### src/rtl/lbr_pkg.sv
package lbr_pkg;

  typedef enum logic [2:0] {
    EV_NONE   = 3'd0,
    EV_BRANCH = 3'd1,
    EV_INTR   = 3'd2,
    EV_EXC    = 3'd3,
    EV_DBG    = 3'd4
  } evKind_t;

  // strobes from control to datapath
  typedef struct packed {
    logic loadLast;
    logic snapExc;
    logic poison;
  } dpStrobe_t;

  localparam int REC_BIT  = 0;
  localparam int STEP_BIT = 1;
  localparam int MODE_LSB = 2;

  localparam logic [2:0] A_CTRL     = 3'd0;
  localparam logic [2:0] A_LASTFROM = 3'd1;
  localparam logic [2:0] A_LASTTO   = 3'd2;
  localparam logic [2:0] A_EXCFROM  = 3'd3;
  localparam logic [2:0] A_EXCTO    = 3'd4;

endpackage

### src/rtl/lbr_ctrl.sv
module lbr_ctrl
  import lbr_pkg::*;
#(
  parameter int CTRL_W = 32,
  parameter int NPINS  = 4,
  parameter int RA_W   = 3
) (
  input  logic              clk,
  input  logic              rstN,
  input  logic              evtValid,
  input  logic [2:0]        evtKind,
  input  logic              regWrEn,
  input  logic [RA_W-1:0]   regAddr,
  input  logic [CTRL_W-1:0] regWrData,
  input  logic [NPINS-1:0]  bpMatch,
  input  logic [NPINS-1:0]  perfEvt,
  output logic [CTRL_W-1:0] ctrlReg,
  output dpStrobe_t         strobe,
  output logic [NPINS-1:0]  bpPinN,
  output logic              stepOnBranch,
  output logic              traceEnable
);

  localparam int TRACE_BIT = MODE_LSB + NPINS;
  localparam int LIVE_BITS = TRACE_BIT + 1;
  localparam logic [CTRL_W-1:0] WR_MASK = CTRL_W'((1 << LIVE_BITS) - 1);

  logic [NPINS-1:0] matchQ;
  logic [NPINS-1:0] pulseQ;
  logic             recActive;
  evKind_t          kind;

  assign kind = evKind_t'(evtKind);

  always_ff @(posedge clk) begin
    if (!rstN) begin
      ctrlReg <= '0;
      matchQ  <= '0;
      pulseQ  <= '0;
    end else begin
      if (regWrEn && regAddr == RA_W'(A_CTRL))
        ctrlReg <= regWrData & WR_MASK;
      matchQ <= bpMatch;
      pulseQ <= bpMatch & ~matchQ;
    end
  end

  always_comb begin
    strobe.poison   = ctrlReg[TRACE_BIT];
    recActive       = evtValid && ctrlReg[REC_BIT] && !ctrlReg[TRACE_BIT];
    strobe.loadLast = recActive &&
                      (kind == EV_BRANCH || kind == EV_INTR || kind == EV_EXC);
    strobe.snapExc  = recActive && (kind == EV_EXC || kind == EV_DBG);
  end

  assign stepOnBranch = ctrlReg[STEP_BIT];
  assign traceEnable  = ctrlReg[TRACE_BIT];

  for (genvar i = 0; i < NPINS; i++) begin : g_pin
    assign bpPinN[i] = ctrlReg[MODE_LSB+i] ? ~pulseQ[i] : ~perfEvt[i];

    AST_PULSE_ONE_CYCLE: assert property (@(posedge clk) disable iff (!rstN)
      (ctrlReg[MODE_LSB+i] && !bpPinN[i]) |=> (!ctrlReg[MODE_LSB+i] || bpPinN[i]));
  end

  AST_RESERVED_ZERO: assert property (@(posedge clk) disable iff (!rstN)
    ctrlReg[CTRL_W-1:LIVE_BITS] == '0);

endmodule

### src/rtl/lbr_datapath.sv
module lbr_datapath
  import lbr_pkg::*;
#(
  parameter int ADDR_W = 32,
  parameter int CTRL_W = 32,
  parameter int RA_W   = 3,
  parameter logic [ADDR_W-1:0] POISON = 32'hBAD0_BAD0
) (
  input  logic              clk,
  input  logic              rstN,
  input  dpStrobe_t         strobe,
  input  logic [ADDR_W-1:0] evtFrom,
  input  logic [ADDR_W-1:0] evtTo,
  input  logic [CTRL_W-1:0] ctrlReg,
  input  logic [RA_W-1:0]   regAddr,
  output logic [ADDR_W-1:0] rdData
);

  localparam int RD_W = (ADDR_W > CTRL_W) ? ADDR_W : CTRL_W;

  logic [ADDR_W-1:0] lastFrom, lastTo, excFrom, excTo;

  always_ff @(posedge clk) begin
    if (!rstN) begin
      lastFrom <= '0;
      lastTo   <= '0;
      excFrom  <= '0;
      excTo    <= '0;
    end else if (strobe.poison) begin
      lastFrom <= POISON;
      lastTo   <= POISON;
      excFrom  <= POISON;
      excTo    <= POISON;
    end else begin
      if (strobe.snapExc) begin
        excFrom <= lastFrom;
        excTo   <= lastTo;
      end
      if (strobe.loadLast) begin
        lastFrom <= evtFrom;
        lastTo   <= evtTo;
      end
    end
  end

  logic [RD_W-1:0] rdMux;
  always_comb begin
    unique case (regAddr)
      RA_W'(A_CTRL):     rdMux = RD_W'(ctrlReg);
      RA_W'(A_LASTFROM): rdMux = RD_W'(lastFrom);
      RA_W'(A_LASTTO):   rdMux = RD_W'(lastTo);
      RA_W'(A_EXCFROM):  rdMux = RD_W'(excFrom);
      RA_W'(A_EXCTO):    rdMux = RD_W'(excTo);
      default:           rdMux = '0;
    endcase
  end
  assign rdData = rdMux[ADDR_W-1:0];

  AST_SNAP_PRIOR: assert property (@(posedge clk) disable iff (!rstN)
    strobe.snapExc |=> (excFrom == $past(lastFrom) && excTo == $past(lastTo)));

  AST_LOAD_EVENT: assert property (@(posedge clk) disable iff (!rstN)
    strobe.loadLast |=> (lastFrom == $past(evtFrom) && lastTo == $past(evtTo)));

  AST_IDLE_STABLE: assert property (@(posedge clk) disable iff (!rstN)
    (!ctrlReg[REC_BIT] && !strobe.poison) |=>
      ($stable(lastFrom) && $stable(lastTo) && $stable(excFrom) && $stable(excTo)));

  AST_POISON_FORCED: assert property (@(posedge clk) disable iff (!rstN)
    strobe.poison |=> (lastFrom == POISON && excTo == POISON));

endmodule

### src/rtl/lbr_debug_unit.sv
module lbr_debug_unit
  import lbr_pkg::*;
#(
  parameter int ADDR_W = 32,
  parameter int NPINS  = 4,
  parameter int RA_W   = 3
) (
  input  logic              clk,
  input  logic              rstN,
  input  logic              evtValid,
  input  logic [2:0]        evtKind,
  input  logic [ADDR_W-1:0] evtFrom,
  input  logic [ADDR_W-1:0] evtTo,
  input  logic              regWrEn,
  input  logic [RA_W-1:0]   regAddr,
  input  logic [ADDR_W-1:0] regWrData,
  output logic [ADDR_W-1:0] regRdData,
  input  logic [NPINS-1:0]  bpMatch,
  input  logic [NPINS-1:0]  perfEvt,
  output logic [NPINS-1:0]  bpPinN,
  output logic              stepOnBranch,
  output logic              traceEnable
);

  localparam int CTRL_W = ADDR_W;

  logic [CTRL_W-1:0] ctrlReg;
  dpStrobe_t         strobe;

  lbr_ctrl #(.CTRL_W(CTRL_W), .NPINS(NPINS), .RA_W(RA_W)) i_ctrl (
    .clk, .rstN, .evtValid, .evtKind, .regWrEn, .regAddr, .regWrData,
    .bpMatch, .perfEvt, .ctrlReg, .strobe, .bpPinN, .stepOnBranch, .traceEnable
  );

  lbr_datapath #(.ADDR_W(ADDR_W), .CTRL_W(CTRL_W), .RA_W(RA_W)) i_dp (
    .clk, .rstN, .strobe, .evtFrom, .evtTo, .ctrlReg, .regAddr,
    .rdData(regRdData)
  );

  AST_DEBUG_KEEPS_LAST: assert property (@(posedge clk) disable iff (!rstN)
    (evtValid && evtKind == EV_DBG && !traceEnable && regAddr == RA_W'(A_LASTFROM))
      |=> (regAddr != RA_W'(A_LASTFROM) || regRdData == $past(regRdData)));

endmodule

### config.mk
export PLATFORM = sky130hd
export DESIGN_NAME = lbr_debug_unit
export DESIGN_NICKNAME = d
export VERILOG_FILES = /design/src/rtl/lbr_pkg.sv /design/src/rtl/lbr_ctrl.sv /design/src/rtl/lbr_datapath.sv /design/src/rtl/lbr_debug_unit.sv
export SDC_FILE = /design/constraint.sdc
export NUM_CORES = 1
export LEC_CHECK = 0
export BUFFER_PORTS_ARGS = -buffer_cell sky130_fd_sc_hd__buf_2
export CAP_MARGIN = 15
export CELL_PAD_IN_SITES_DETAIL_PLACEMENT = 0
export CELL_PAD_IN_SITES_GLOBAL_PLACEMENT = 2
export CORE_MARGIN = 1
export CORE_UTILIZATION = 32
export DETAILED_ROUTE_END_ITERATION = 10
export PLACE_DENSITY_LB_ADDON = 0.1
export SLEW_MARGIN = 40
export SYNTH_ARGS = -nofsm -noshare
export SYNTH_HDL_FRONTEND = slang
export SYNTH_SLANG_ARGS = --single-unit
### constraint.sdc
create_clock -name clk -period 2.08 [get_ports clk]
set_input_delay 0.312 -clock clk [delete_from_list [all_inputs] [get_ports clk]]
set_output_delay 0.312 -clock clk [all_outputs]
set_load 0.02 [all_outputs]
==> results.toml, run 1 <==
[timing]
hold_viol = 0
tightest_slew_ns = 0.626
fin_skew_ns = 0.00892
period_needed_ns = 1.98
maxSlewViolCount = 0
slew_headroom = 0.582
rsz0062_at_grt = "no"
setup_viol = 0
hold_slack_ns = 0.0948
max_freq_ghz = 0.504
period_share = 0.954
tns_ns = 0

[detailed_routing]
num_vias = 6605
firstDrtPassIters = 5
avgRoutedWirePerCell_um = 19.2
ant_nets = 0
finalWirelength_um = 22500
via_per_inst = 5.65
first_iter_violations = 330
drc = 0

[clock_tree]
cts_buffers = 17
clk_path_buf_depth = 2
clock-sinks = 143
cts_setup_buffers = 0
insertion_delay_ns = 0.42
htree_num_levels = 4
cts_tree = "built"
clk_pin_slew_worst_paths_ns = 0.06
cts_root_buf = "clkbuf_16"

[yosys]
syn_area_um2 = 6960
netlist.area_leader.share = 0.411
synthArstFlopShare = 0
synthFlopType = "dfxtp_1"
yosysWarnings = 0
syn_inst = 795
synth_area_per_cell_um2 = 8.76
synthTopCellsByArea = "dfxtp_1, mux2i_1, o21ai_0"
ys_seq_area_frac = 0.411
synth_edf_count = 0
ys_seq_elements = 143
synth.distinct_cells = 36
synth.largest_area_cell = "dfxtp_1"
syn-num-nets = 909

[hold_path]
hold_class = "primary input to flip-flop"
holdPathStages = 2

[critical_path]
critPathLaunchType = "primary input"
worst-path-max-fanout = 7
cp.arrival_ns = 1.67
critical_path_class = "primary input to output pin"
cp.required_ns = 1.77
endpoint_kind = "output pin"
r2r_slack_ns = 0.50
r2r_cells = 5

[final_layout]
mostFrequentLayoutCell = "dfxtp_1"
drive_gt1_frac = 0.259
area_growth_pct = 22.7
nets = 995
antennaDiodeCount = 0
final_cell_mix = "dfxtp_1, buf_2, nand2_1, o21ai_0, mux2i_1"

[power]
swShare = 0.258
power_leakage_nw = 3.20
p_seq_frac = 0.435
power_frac_clock = 0.475
power_density_nw_per_um2 = 754
pwr-share-comb = 0.090
p_int_mw = 4.78
p_sw_mw = 1.66
ir_worst_vdd_v = 0.000523

[floorplan]
pin_count = 152
die_x_um = 150
die_area_um2 = 22400
rows = 53
initial_core_util = 0.329
die_h_um = 150
core_um2 = 21200

[global_routing]
grt_overflow = 0
grt_pass1_vias = 6344
grt_use_total = 0.204
grt_pass1_wl_um = 35100
antenna_found_initial = 1
grt_start_max_net_pins = 113

[placed_design]
port_buffers = 126
hpwlAfterDp_um = 14400
routabilityCongestion = 0.733

[flow_run]
cap_violations = 0

[outcome]
status = "finished clean"
worst paths after layout:
check	startpoint	end
min reg2reg	i_ctrl.matchQ[1]	i_ctrl.pulseQ[1]
max reg2reg	i_ctrl.ctrlReg[6]	i_dp.excFrom[2]
min	bpMatch[0]	i_ctrl.matchQ[0]
max	regAddr[0]	regRdData[26]
flip-flops by register name, indices dropped and copies added, names as in the netlist:
| signal | cells |
|---|---|
| i_ctrl.ctrlReg | 7 |
| i_dp.excFrom | 32 |
| i_ctrl.matchQ | 4 |
| i_dp.lastFrom | 32 |
| i_ctrl.pulseQ | 4 |
| i_dp.lastTo | 32 |
| i_dp.excTo | 32 |
per-layer routing:
| metal | global-route usage | up-vias | part of all wire |
|---|---|---|---|
| met5 | 0 | - | 0.00058 |
| met4 | 0.0638 | 2 | 0.015 |
| met3 | 0.0521 | 28 | 0.061 |
| met2 | 0.303 | 203 | 0.44 |
| met1 | 0.285 | 3213 | 0.48 |
| li1 | - | 3159 | - |
per-stage QoR:
stage | worst slack, ns | std cells | util | instance area [um2] | power (mW)
floorplan | 0.161 | 795 | - | 6960 | 3.18
global placement | 0.0649 | 1137 | 0.376 | 7950 | 3.43
detailed placement | 0.0507 | 1137 | 0.376 | 7960 | 3.44
CTS | 0.0379 | 1168 | 0.404 | 8540 | 6.51
global route | 0.0169 | 1168 | 0.404 | 8540 | 6.69
finish | 0.0952 | 1168 | 0.404 | 8540 | 6.44
synth_stat cells, types with 10 or more instances:
library cell    n
nor2b_1        14
clkbuf_1       63
nor2_1         19
or3_1          14
nand3_1        32
o21ai_0        75
a21oi_1        32
o311a_1        32
a311oi_1       18
a22oi_1        25
buf_2          20
nand2_1        90
mux2_2         25
o31ai_1        32
nor4_1         32
buf_1          10
mux2i_1        57
dfxtp_1       143
nor3_1         14
critical path: stages:
cell     delay (ns)
buf_2          0.25
nor2b_2        0.28
buf_4          0.19
a22oi_1        0.09
o21ai_0        0.30
buf_2          0.24
cell type report:
type / instances / area [um2]
Fill cell: 2141 / 12600
Tap cell: 275 / 344
Clock buffer: 17 / 425
Clock inverter: 14 / 160
Multi-Input combinational cell: 556 / 3720
Timing Repair Buffer: 163 / 1020
Sequential cell: 143 / 2870
kinds of logic (layout without fill, tap and decap cells):
family                 count (synthesis)  in the layout  synth area share
AO/OA/AOI/OAI                        245            245             0.243
buffers and inverters                 96            194            0.0602
flip-flops                           143            143             0.411
multiplexers                          82             82             0.122
AND/OR/NAND/NOR                      229            229             0.163
timing repair:
action,in CTS,in global routing
resized for setup,0,2
hold buffers,0,0
setup endpoints to repair,0,2
power by group through the flow:
stage	logic, mW	registers, mW	clock network (mW)
after floorplan	0.325	2.85	0
after global placement	0.570	2.86	0
after detailed placement	0.578	2.86	0
after CTS	0.580	2.80	3.13
after global routing	0.627	2.81	3.25
final	0.579	2.80	3.06
Note: power is estimated with default switching activity, not from simulation.
==> run 2: changes to the inputs <==
Settings changed: CORE_UTILIZATION 32 to 33, CTS_BUF_LIST set to sky130_fd_sc_hd__clkbuf_8.
==> run 2 against run 1 <==
Worst setup slack better by 0.052 ns; critical endpoint is now regRdData[2]; critical path type unchanged; largest cell class unchanged; maximum frequency rose by 2.7%; wire length shrank 1.1%; global-route usage grew 0.80 points.
==> results.toml, run 2 (synthesized netlist as in run 1, its figures left out) <==
[floorplan]
rows = 52
initial_core_util = 0.341
die_h_um = 147
pin_count = 152
core_um2 = 20400
die_x_um = 147
die_area_um2 = 21700

[timing]
timing.final.ws_setup_ns = 0.147
hold_viol = 0
tns_ns = 0
tightest_slew_ns = 0.708
fin_skew_ns = 0.0128
slew_headroom = 0.527
max_freq_ghz = 0.517
rsz0062_at_grt = "no"
setup_viol = 0
maxSlewViolCount = 0
period_needed_ns = 1.93
period_share = 0.929

[global_routing]
grt_pass1_wl_um = 36200
grt_start_max_net_pins = 83
grt_overflow = 0
antenna_found_initial = 1
grt_use_total = 0.212
grt_pass1_vias = 6593

[clock_tree]
cts_buffers = 17
cts_root_buf = "clkbuf_8"
clk_pin_slew_worst_paths_ns = 0.08
htree_num_levels = 4
clk_path_buf_depth = 2
cts_setup_buffers = 0
cts_resized = 0
cts_hold_repair.buffers = 0
clock-sinks = 143
cts_tree = "built"
insertion_delay_ns = 0.45

[placed_design]
routabilityCongestion = 0.737
port_buffers = 126
dpl_worst_slack_ns = 0.134
hpwlAfterDp_um = 14100

[power]
pwr-share-comb = 0.101
power_density_nw_per_um2 = 678
power_leakage_nw = 3.10
p_seq_frac = 0.497
p_int_mw = 4.17
swShare = 0.259
power_frac_clock = 0.401
p_sw_mw = 1.46
ir_worst_vdd_v = 0.000354

[detailed_routing]
drc = 0
avgRoutedWirePerCell_um = 19.1
num_vias = 6483
top_layer_used = "met4"
first_iter_violations = 338
wl_met2_um = 9810
via_per_inst = 5.58
wl_met1_um = 10700
finalWirelength_um = 22200
firstDrtPassIters = 5
wl_met3_um = 1480
ant_nets = 0

[final_layout]
area_growth_pct = 19.1
drive_gt1_frac = 0.255
multi_input_area_um2 = 3720
seq_area_um2 = 2870
nets = 992
final_cell_mix = "dfxtp_1, buf_2, nand2_1, o21ai_0, mux2i_1"
num-fill-cells = 2127
mostFrequentLayoutCell = "dfxtp_1"

[critical_path]
endpoint_kind = "output pin"
cpMostUsedCell = "buf_2"
path_cells = "buf_2, buf_4, mux2i_1, a2bb2oi_1, o22ai_1, buf_2"
worst-path-max-fanout = 18
critPathLaunchType = "primary input"
slowest_delay_ns = 0.33
cp.arrival_ns = 1.62
cp.required_ns = 1.77
crit_slowest_cell = "buf_4"
critical_path_class = "primary input to output pin"

[hold_path]
hold_class = "primary input to flip-flop"

[flow_run]
cap_violations = 0

[outcome]
status = "finished clean"
-- run 2: cell types whose count changed in the layout (fill, tap and decap cells not counted), moves of 2 or more --
cell,before,now
buf_12,9,6
o21ai_0,73,75
clkbuf_16,17,0
clkinv_4,6,1
clkinvlp_4,2,4
clkinv_2,0,2
o21ai_1,2,0
clkbuf_8,0,21
inv_6,3,0
-- run 2: per-stage QoR --
step | instances | hold slack [ns] | power (mW) | utilization | instance area, um2
2_1_floorplan | 795 | 0.367 | 3.18 | - | 6960
3_3_place_gp | 1129 | 0.376 | 3.42 | 0.386 | 7890
3_5_place_dp | 1129 | 0.373 | 3.44 | 0.386 | 7890
4_1_cts | 1160 | 0.0402 | 5.72 | 0.406 | 8290
5_1_grt | 1160 | 0.0504 | 5.88 | 0.406 | 8290
6_report | 1161 | 0.0702 | 5.63 | 0.406 | 8290
-- run 2: final timing paths --
kind / slack, ns / cells after the start / startpoint / to
max: 0.15 / 6 / regAddr[1] / regRdData[2]
min: 0.07 / 2 / bpMatch[0] / i_ctrl.matchQ[0]
max reg2reg: 0.35 / 4 / i_ctrl.ctrlReg[6] / i_dp.excTo[25]
min reg2reg: 0.39 / 1 / i_ctrl.matchQ[3] / i_ctrl.pulseQ[3]
-- run 2: metal layers --
metal  vias to the layer above  global-route usage
li1                       3159                   -
met1                      3110               0.293
met2                       200               0.325
met3                        14              0.0571
met4                         0              0.0500
met5                         -                   0
-- run 2: area by class of cell --
type | count | share of cell area
multi-input cells | 556 | 0.449
well taps | 270 | 0.0407
clock inverters | 10 | 0.0136
clock buffers | 21 | 0.0349
repair buffers | 160 | 0.116
diodes | 1 | 0.000302
flip-flops and latches | 143 | 0.346
-- run 2: worst max-delay path: cells and delay by family --
family	cells	cell delay [ns]
multiplexers	1	0.24
buffers and inverters	3	0.69
AO/OA/AOI/OAI	2	0.38
-- run 2: power groups by stage --
stage	clock (mW)	sequential, mW	combinational, mW
floorplan	0	2.85	0.325
global placement	0	2.86	0.562
detailed placement	0	2.86	0.572
CTS	2.35	2.80	0.573
global route	2.46	2.80	0.618
finish	2.26	2.80	0.570
